[src/rtl/pmp_cfg_bank_pkg.sv]
package pmp_cfg_bank_pkg;

  localparam logic [1:0] OP_WRITE = 2'd0;
  localparam logic [1:0] OP_SET   = 2'd1;
  localparam logic [1:0] OP_CLEAR = 2'd2;
  localparam logic [1:0] OP_READ  = 2'd3;

  localparam logic [1:0] MODE_OFF   = 2'd0;
  localparam logic [1:0] MODE_TOR   = 2'd1;
  localparam logic [1:0] MODE_NA4   = 2'd2;
  localparam logic [1:0] MODE_NAPOT = 2'd3;

  typedef struct packed {
    logic       lock;
    logic [1:0] rsvd;
    logic [1:0] mode;
    logic       x;
    logic       w;
    logic       r;
  } entry_cfg_t;

  // Combine the current register value with the request according to op.
  function automatic logic [31:0] merge_op(input logic [1:0] op,
                                           input logic [31:0] cur,
                                           input logic [31:0] wd);
    logic [31:0] res;
    case (op)
      OP_WRITE: res = wd;
      OP_SET:   res = cur | wd;
      OP_CLEAR: res = cur & ~wd;
      default:  res = cur;
    endcase
    return res;
  endfunction

endpackage

[src/rtl/pmp_cfg_lane.sv]
module pmp_cfg_lane
  import pmp_cfg_bank_pkg::*;
(
  input  logic       clk,
  input  logic       rst,
  input  logic       we,
  input  logic [7:0] wbyte,
  output logic [7:0] cfg_q
);

  entry_cfg_t cand;
  entry_cfg_t cur;
  logic       reject;
  logic [7:0] legal_byte;

  assign cand = entry_cfg_t'(wbyte);
  assign cur  = entry_cfg_t'(cfg_q);

  always_comb begin
    reject = cur.lock
           || (cand.mode == MODE_NA4)
           || (!cand.r && cand.w);
    legal_byte = {cand.lock, 2'b00, cand.mode, cand.x, cand.w, cand.r};
  end

  always_ff @(posedge clk) begin
    if (rst) begin
      cfg_q <= '0;
    end else if (we && !reject) begin
      cfg_q <= legal_byte;
    end
  end

  assert_reset_clear_R1: assert property (@(posedge clk)
    rst |=> (cfg_q == 8'h00));

  assert_rsvd_zero_R3: assert property (@(posedge clk) disable iff (rst)
    we |=> (cfg_q[6:5] == 2'b00));

  assert_no_wo_R4: assert property (@(posedge clk) disable iff (rst)
    (we && !wbyte[0] && wbyte[1]) |=> (cfg_q == $past(cfg_q)));

  assert_no_na4_R5: assert property (@(posedge clk) disable iff (rst)
    (we && wbyte[4:3] == MODE_NA4) |=> (cfg_q == $past(cfg_q)));

  assert_lock_hold_R7: assert property (@(posedge clk) disable iff (rst)
    cfg_q[7] |=> (cfg_q == $past(cfg_q)));

endmodule

[src/rtl/pmp_addr_reg.sv]
module pmp_addr_reg #(
  parameter int unsigned XLEN = 32
) (
  input  logic            clk,
  input  logic            rst,
  input  logic            we,
  input  logic            locked,
  input  logic [XLEN-1:0] wdata,
  output logic [XLEN-1:0] addr_q
);

  always_ff @(posedge clk) begin
    if (rst) begin
      addr_q <= '0;
    end else if (we && !locked) begin
      addr_q <= wdata;
    end
  end

  assert_reset_clear_R2: assert property (@(posedge clk)
    rst |=> (addr_q == '0));

  assert_locked_hold_R8: assert property (@(posedge clk) disable iff (rst)
    locked |=> (addr_q == $past(addr_q)));

  assert_write_lands_R12: assert property (@(posedge clk) disable iff (rst)
    (we && !locked) |=> (addr_q == $past(wdata)));

endmodule

[src/rtl/pmp_read_port.sv]
module pmp_read_port #(
  parameter int unsigned XLEN        = 32,
  parameter int unsigned NUM_ENTRIES = 8,
  parameter int unsigned NUM_CFG     = 2
) (
  input  logic                        clk,
  input  logic                        rst,
  input  logic [NUM_CFG-1:0]          cfg_sel,
  input  logic [NUM_ENTRIES-1:0]      addr_sel,
  input  logic [NUM_CFG*XLEN-1:0]     cfg_flat,
  input  logic [NUM_ENTRIES*XLEN-1:0] addr_flat,
  output logic [XLEN-1:0]             rdata
);

  logic [XLEN-1:0] rd_next;
  logic            any_sel;

  always_comb begin
    rd_next = '0;
    for (int k = 0; k < int'(NUM_CFG); k++) begin
      if (cfg_sel[k]) rd_next = rd_next | cfg_flat[k*XLEN +: XLEN];
    end
    for (int i = 0; i < int'(NUM_ENTRIES); i++) begin
      if (addr_sel[i]) rd_next = rd_next | addr_flat[i*XLEN +: XLEN];
    end
  end

  assign any_sel = (|cfg_sel) | (|addr_sel);

  always_ff @(posedge clk) begin
    if (rst) begin
      rdata <= '0;
    end else begin
      rdata <= rd_next;
    end
  end

  assert_unmapped_zero_R11: assert property (@(posedge clk) disable iff (rst)
    !any_sel |=> (rdata == '0));

endmodule

[src/rtl/pmp_cfg_bank.sv]
module pmp_cfg_bank
  import pmp_cfg_bank_pkg::*;
#(
  parameter int unsigned XLEN        = 32,
  parameter int unsigned NUM_ENTRIES = 8,
  parameter int unsigned CSR_AW      = 12,
  parameter int unsigned CFG_BASE    = 12'h3A0,
  parameter int unsigned ADDR_BASE   = 12'h3B0
) (
  input  logic                        clk,
  input  logic                        rst,
  input  logic [CSR_AW-1:0]           csr_addr,
  input  logic [XLEN-1:0]             csr_wdata,
  input  logic                        csr_we,
  input  logic [1:0]                  csr_op,
  output logic [XLEN-1:0]             csr_rdata,
  output logic [NUM_ENTRIES*8-1:0]    pmp_cfg_o,
  output logic [NUM_ENTRIES*XLEN-1:0] pmp_addr_o
);

  localparam int unsigned PER_WORD = XLEN / 8;
  localparam int unsigned NUM_CFG  = NUM_ENTRIES / PER_WORD;

  logic                   wr_req;
  logic [NUM_CFG-1:0]     cfg_sel;
  logic [NUM_ENTRIES-1:0] addr_sel;
  logic [XLEN-1:0]        cfg_merged [NUM_CFG];
  logic [NUM_ENTRIES-1:0] ent_lock;
  logic [NUM_ENTRIES-1:0] ent_tor;
  logic [NUM_ENTRIES-1:0] addr_frozen;

  assign wr_req = csr_we && (csr_op != OP_READ);

  // Configuration words: decode, merge with the op, split into lanes.
  for (genvar k = 0; k < NUM_CFG; k++) begin : g_cfg_word
    assign cfg_sel[k]    = (csr_addr == CSR_AW'(CFG_BASE + k));
    assign cfg_merged[k] = merge_op(csr_op, pmp_cfg_o[k*XLEN +: XLEN], csr_wdata);
  end

  for (genvar i = 0; i < NUM_ENTRIES; i++) begin : g_entry
    localparam int unsigned WORD = i / PER_WORD;
    localparam int unsigned LANE = i % PER_WORD;

    logic [XLEN-1:0] addr_merged;

    pmp_cfg_lane u_lane (
      .clk   (clk),
      .rst   (rst),
      .we    (wr_req && cfg_sel[WORD]),
      .wbyte (cfg_merged[WORD][8*LANE +: 8]),
      .cfg_q (pmp_cfg_o[8*i +: 8])
    );

    assign ent_lock[i] = pmp_cfg_o[8*i+7];
    assign ent_tor[i]  = (pmp_cfg_o[8*i+3 +: 2] == MODE_TOR);

    // An address register is frozen by its own lock or by a locked
    // top-of-range entry directly above it.
    if (i < NUM_ENTRIES - 1) begin : g_nbr
      assign addr_frozen[i] = ent_lock[i] | (ent_lock[i+1] & ent_tor[i+1]);

      assert_tor_guard_R9: assert property (@(posedge clk) disable iff (rst)
        (ent_lock[i+1] && ent_tor[i+1] && wr_req && addr_sel[i])
          |=> (pmp_addr_o[i*XLEN +: XLEN] == $past(pmp_addr_o[i*XLEN +: XLEN])));
    end else begin : g_top
      assign addr_frozen[i] = ent_lock[i];
    end

    assign addr_sel[i]  = (csr_addr == CSR_AW'(ADDR_BASE + i));
    assign addr_merged  = merge_op(csr_op, pmp_addr_o[i*XLEN +: XLEN], csr_wdata);

    pmp_addr_reg #(.XLEN(XLEN)) u_addr (
      .clk    (clk),
      .rst    (rst),
      .we     (wr_req && addr_sel[i]),
      .locked (addr_frozen[i]),
      .wdata  (addr_merged),
      .addr_q (pmp_addr_o[i*XLEN +: XLEN])
    );
  end

  pmp_read_port #(
    .XLEN        (XLEN),
    .NUM_ENTRIES (NUM_ENTRIES),
    .NUM_CFG     (NUM_CFG)
  ) u_rd (
    .clk       (clk),
    .rst       (rst),
    .cfg_sel   (cfg_sel),
    .addr_sel  (addr_sel),
    .cfg_flat  (pmp_cfg_o),
    .addr_flat (pmp_addr_o),
    .rdata     (csr_rdata)
  );

  assert_single_decode_R1: assert property (@(posedge clk) disable iff (rst)
    $onehot0({cfg_sel, addr_sel}));

  assert_read_only_R10: assert property (@(posedge clk) disable iff (rst)
    (csr_op == OP_READ) |=> ($stable(pmp_cfg_o) && $stable(pmp_addr_o)));

endmodule

[config.mk]
export PLATFORM = sky130hd
export DESIGN_NAME = pmp_cfg_bank
export DESIGN_NICKNAME = d
export VERILOG_FILES = /design/src/rtl/pmp_cfg_bank_pkg.sv /design/src/rtl/pmp_cfg_lane.sv /design/src/rtl/pmp_addr_reg.sv /design/src/rtl/pmp_read_port.sv /design/src/rtl/pmp_cfg_bank.sv
export SDC_FILE = /design/constraint.sdc
export NUM_CORES = 1
export LEC_CHECK = 0
export ABC_AREA = 0
export BUFFER_PORTS_ARGS = -buffer_cell sky130_fd_sc_hd__buf_2
export CORE_MARGIN = 2
export CORE_UTILIZATION = 53
export DETAILED_ROUTE_END_ITERATION = 12
export PLACE_DENSITY = 0.8
export SYNTH_ARGS = -nofsm -noshare
export SYNTH_HDL_FRONTEND = slang
export SYNTH_SLANG_ARGS = --single-unit
export TNS_END_PERCENT = 5
[constraint.sdc]
create_clock -name clk -period 3.4 [get_ports clk]
set_input_delay 0.85 -clock clk [delete_from_list [all_inputs] [get_ports clk]]
set_output_delay 0.85 -clock clk [all_outputs]
set_load 0.005 [all_outputs]
==> key figures <==
GRT
  • Total gr overflow: 0
  • First-pass GRT wire length: 87870 um
  • Largest net degree at the start of global routing: 102
  • Vias in the first global route: 14760
  • Initial antenna violation count: 4
  • Total GRT Usage: 0.3659

Pwr
  • Peak supply drop: 0.0003427 V
  • Power Density: 465.6 nW/um^2
  • Leak: 7.384 nW

Setup path
  • Worst-path fanout max: 29
  • Critical path arrival: 3.06 ns
  • Required @ worst endpoint: 3.84 ns
  • Critical Path Most Common Cell: buf_4
  • WS Path Type: in2reg
  • Crit end category: register
  • Worst-path cell chain: buf_2, inv_1, ha_2, buf_4, mux2i_1, a2bb2oi_1, a211oi_1, buf_4, and3_1, nor3_1
  • CP Launch Type: primary input
  • Critical path's slowest cell: ha_2
  • CP peak stage delay: 0.57 ns

Die
  • Die Footprint: 30490 um^2
  • Row count: 62
  • Die width: 174.6 um
  • Initial Utilization: 0.5374
  • IO Pins: 401
  • Die Ht: 174.6 um
  • Core Box Area: 28700 um^2

Clock tree
  • Clk buf depth: 3
  • Post-CTS sizing: 0
  • H-tree depth: 2
  • Post-CTS setup buffers: 0
  • CTS tree: done
  • Hold Buf Count CTS: 0
  • Clk slew on worst S/H paths: 0.06 ns
  • Num CTS Buffers: 37
  • Root buf cell: clkbuf_16
  • Clock sinks: 336
  • Clk_lat worst skew: 0.52 ns

Placed design
  • Placement Setup Slack: 0.3221 ns
  • Hpwl dp: 40070 um
  • Routability Congestion: 0.9473
  • Post-Place Cells: 2329
  • Dpl cell area: 17740 um^2
  • Buffers on Ports: 384

Drt
  • Post-route DRC violation count: 0
  • First-pass detailed-route iteration total: 6
  • Initial DRC count: 2106
  • Routed Antenna Nets: 0
  • Drt via density: 6.704
  • WL per Instance: 24.37 um
  • Drt total wl: 58420 um
  • DR vias: 16070

Cells and area
  • Sequential cell area: 6726 um^2
  • Layout cell share with drive strength beyond 1: 0.2904
  • Cell Count, Final, Fillers Out: 2397
  • P&R area growth vs syn: 23.36%
  • Design area: 19030 um^2
  • Filler cells: 2404
  • Area occupied by multi-input gates: 7809 um^2
  • Final net count: 2038

Logic synthesis
  • Post-synth top flop: dfxtp_1
  • Post-synthesis instance area: 15430 um^2
  • Post-synth ARST share: 0
  • Most common library cells after synthesis: dfxtp_1 (336), a21oi_1 (314), a211oi_1 (268)
  • Biggest area consumer among synthesized cells: dfxtp_1
  • Cells after Synth: 1679
  • Synth warn: 0
  • Sequential-to-total area share from yosys stat: 0.4360
  • Number of synthesized flops with an enable pin: 0
  • Syn Area/Cell: 9.188 um^2
  • Synth area leaders: dfxtp_1 (44%), a211oi_1 (13%), a21oi_1 (10%)
  • Number of synthesized register bits: 336
  • Synth unique cells: 59
  • Synth top area share: 0.4360
  • Cell with the most instances after synthesis: dfxtp_1

STA
  • Slew Limit Fails: 0
  • Final setup fails: 0
  • Relative slew slack: 0.2128
  • Max Fclk: 0.3820 GHz
  • Fin. Hold Viols: 0
  • Final setup margin: 0.7824 ns
  • Skew final: 0.01084 ns
  • Fin crit share: 0.7699
  • Setup TNS: 0 ns
  • Setup repair after global routing missed its margin: no
  • Post-layout min period: 2.618 ns
  • Slew at the pin closest to its max-slew limit: 1.168 ns

Hold path
  • HP Class: reg2reg

Run
  • # Max-Cap Violations: 0

Outcome
  • Status: completed
## cell families (layout without fill, tap and decap cells)
group,count (synthesis),count (layout),share of synthesized area
compound gates,808,808,0.3379
simple gates,214,214,0.07924
mux,79,79,0.07787
buf+inv,236,553,0.06464
fa+ha+maj,5,5,0.004055
other cells,1,18,0.0002431
flops,336,336,0.4360
## power breakdown
| group | switching, mW | internal, mW | total [mW] |
|---|---|---|---|
| registers | 0.000252 | 3.94 | 3.94 |
| clock network | 1.66 | 2.59 | 4.25 |
| logic | 0.504 | 0.169 | 0.674 |
## layer usage
metal / up-vias / GRT usage / share of wire
met1: 7676 / 0.4981 / 0.39
met5: - / 0 / 0.00046
met4: 4 / 0.1559 / 0.046
met2: 1164 / 0.5670 / 0.45
li1: 7032 / - / -
met3: 193 / 0.07572 / 0.12
## through the flow
step	hold slack, ns	utilization	power [mW]
2_1_floorplan	0.4652	-	4.467
3_3_place_gp	0.4608	0.6179	4.661
3_5_place_dp	0.4689	0.6179	4.670
4_1_cts	0.4768	0.6628	8.842
5_1_grt	0.4943	0.6630	9.052
6_report	0.4812	0.6630	8.860
## layout make-up
class                      count  area share
antenna                        2   0.0002630
clock buffer                  54     0.05898
clock inverter                12    0.008745
inverter                      44    0.008679
multi-input combinational   1122      0.4103
sequential                   336      0.3535
tap                          384     0.02525
timing repair buffer         443      0.1343
## placed cells by master (no fill, tap or decap), types with 21 or more instances in the layout
master / Yosys / layout
clkbuf_16: 0 / 39
a22oi_1: 49 / 49
a2bb2oi_1: 21 / 21
o22ai_1: 24 / 24
a211oi_1: 268 / 268
a31oi_1: 26 / 26
buf_2: 29 / 381
mux2_2: 28 / 28
mux4_2: 30 / 30
nor2_1: 26 / 22
mux2i_1: 21 / 21
a21oi_1: 314 / 314
nor2b_1: 39 / 39
dfxtp_1: 336 / 336
inv_1: 44 / 44
buf_4: 20 / 47
o21ai_0: 37 / 37
nand2_1: 65 / 65
## worst paths after layout
check                           cells past startpoint                                      from  slack (ns)                                   endpoint
worst min-delay path                                2  g_entry[2].u_addr.addr_q[6]$_SDFFE_PP0P_        0.48                   u_rd.rdata[6]$_SDFF_PP0_
worst min register to register                      2  g_entry[2].u_addr.addr_q[6]$_SDFFE_PP0P_        0.48                   u_rd.rdata[6]$_SDFF_PP0_
worst max register to register                      6   g_entry[5].u_lane.cfg_q[7]$_SDFFE_PP0P_        1.38  g_entry[4].u_addr.addr_q[24]$_SDFFE_PP0P_
worst max-delay path                               10                                 csr_op[0]        0.78    g_entry[3].u_lane.cfg_q[2]$_SDFFE_PP0P_
## state kept, by name, summed over array words and instances (netlist names)
signal                 cells
g_entry.u_addr.addr_q    256
g_entry.u_lane.cfg_q      48
u_rd.rdata                32
## worst max-delay path, delay by kind of cell
family          cells  cell delay (ns)
buf+inv             4             0.73
fa+ha+maj           1             0.57
compound gates      2             0.42
simple gates        2             0.34
mux                 1             0.12
Power figures use the tool's default switching activity.
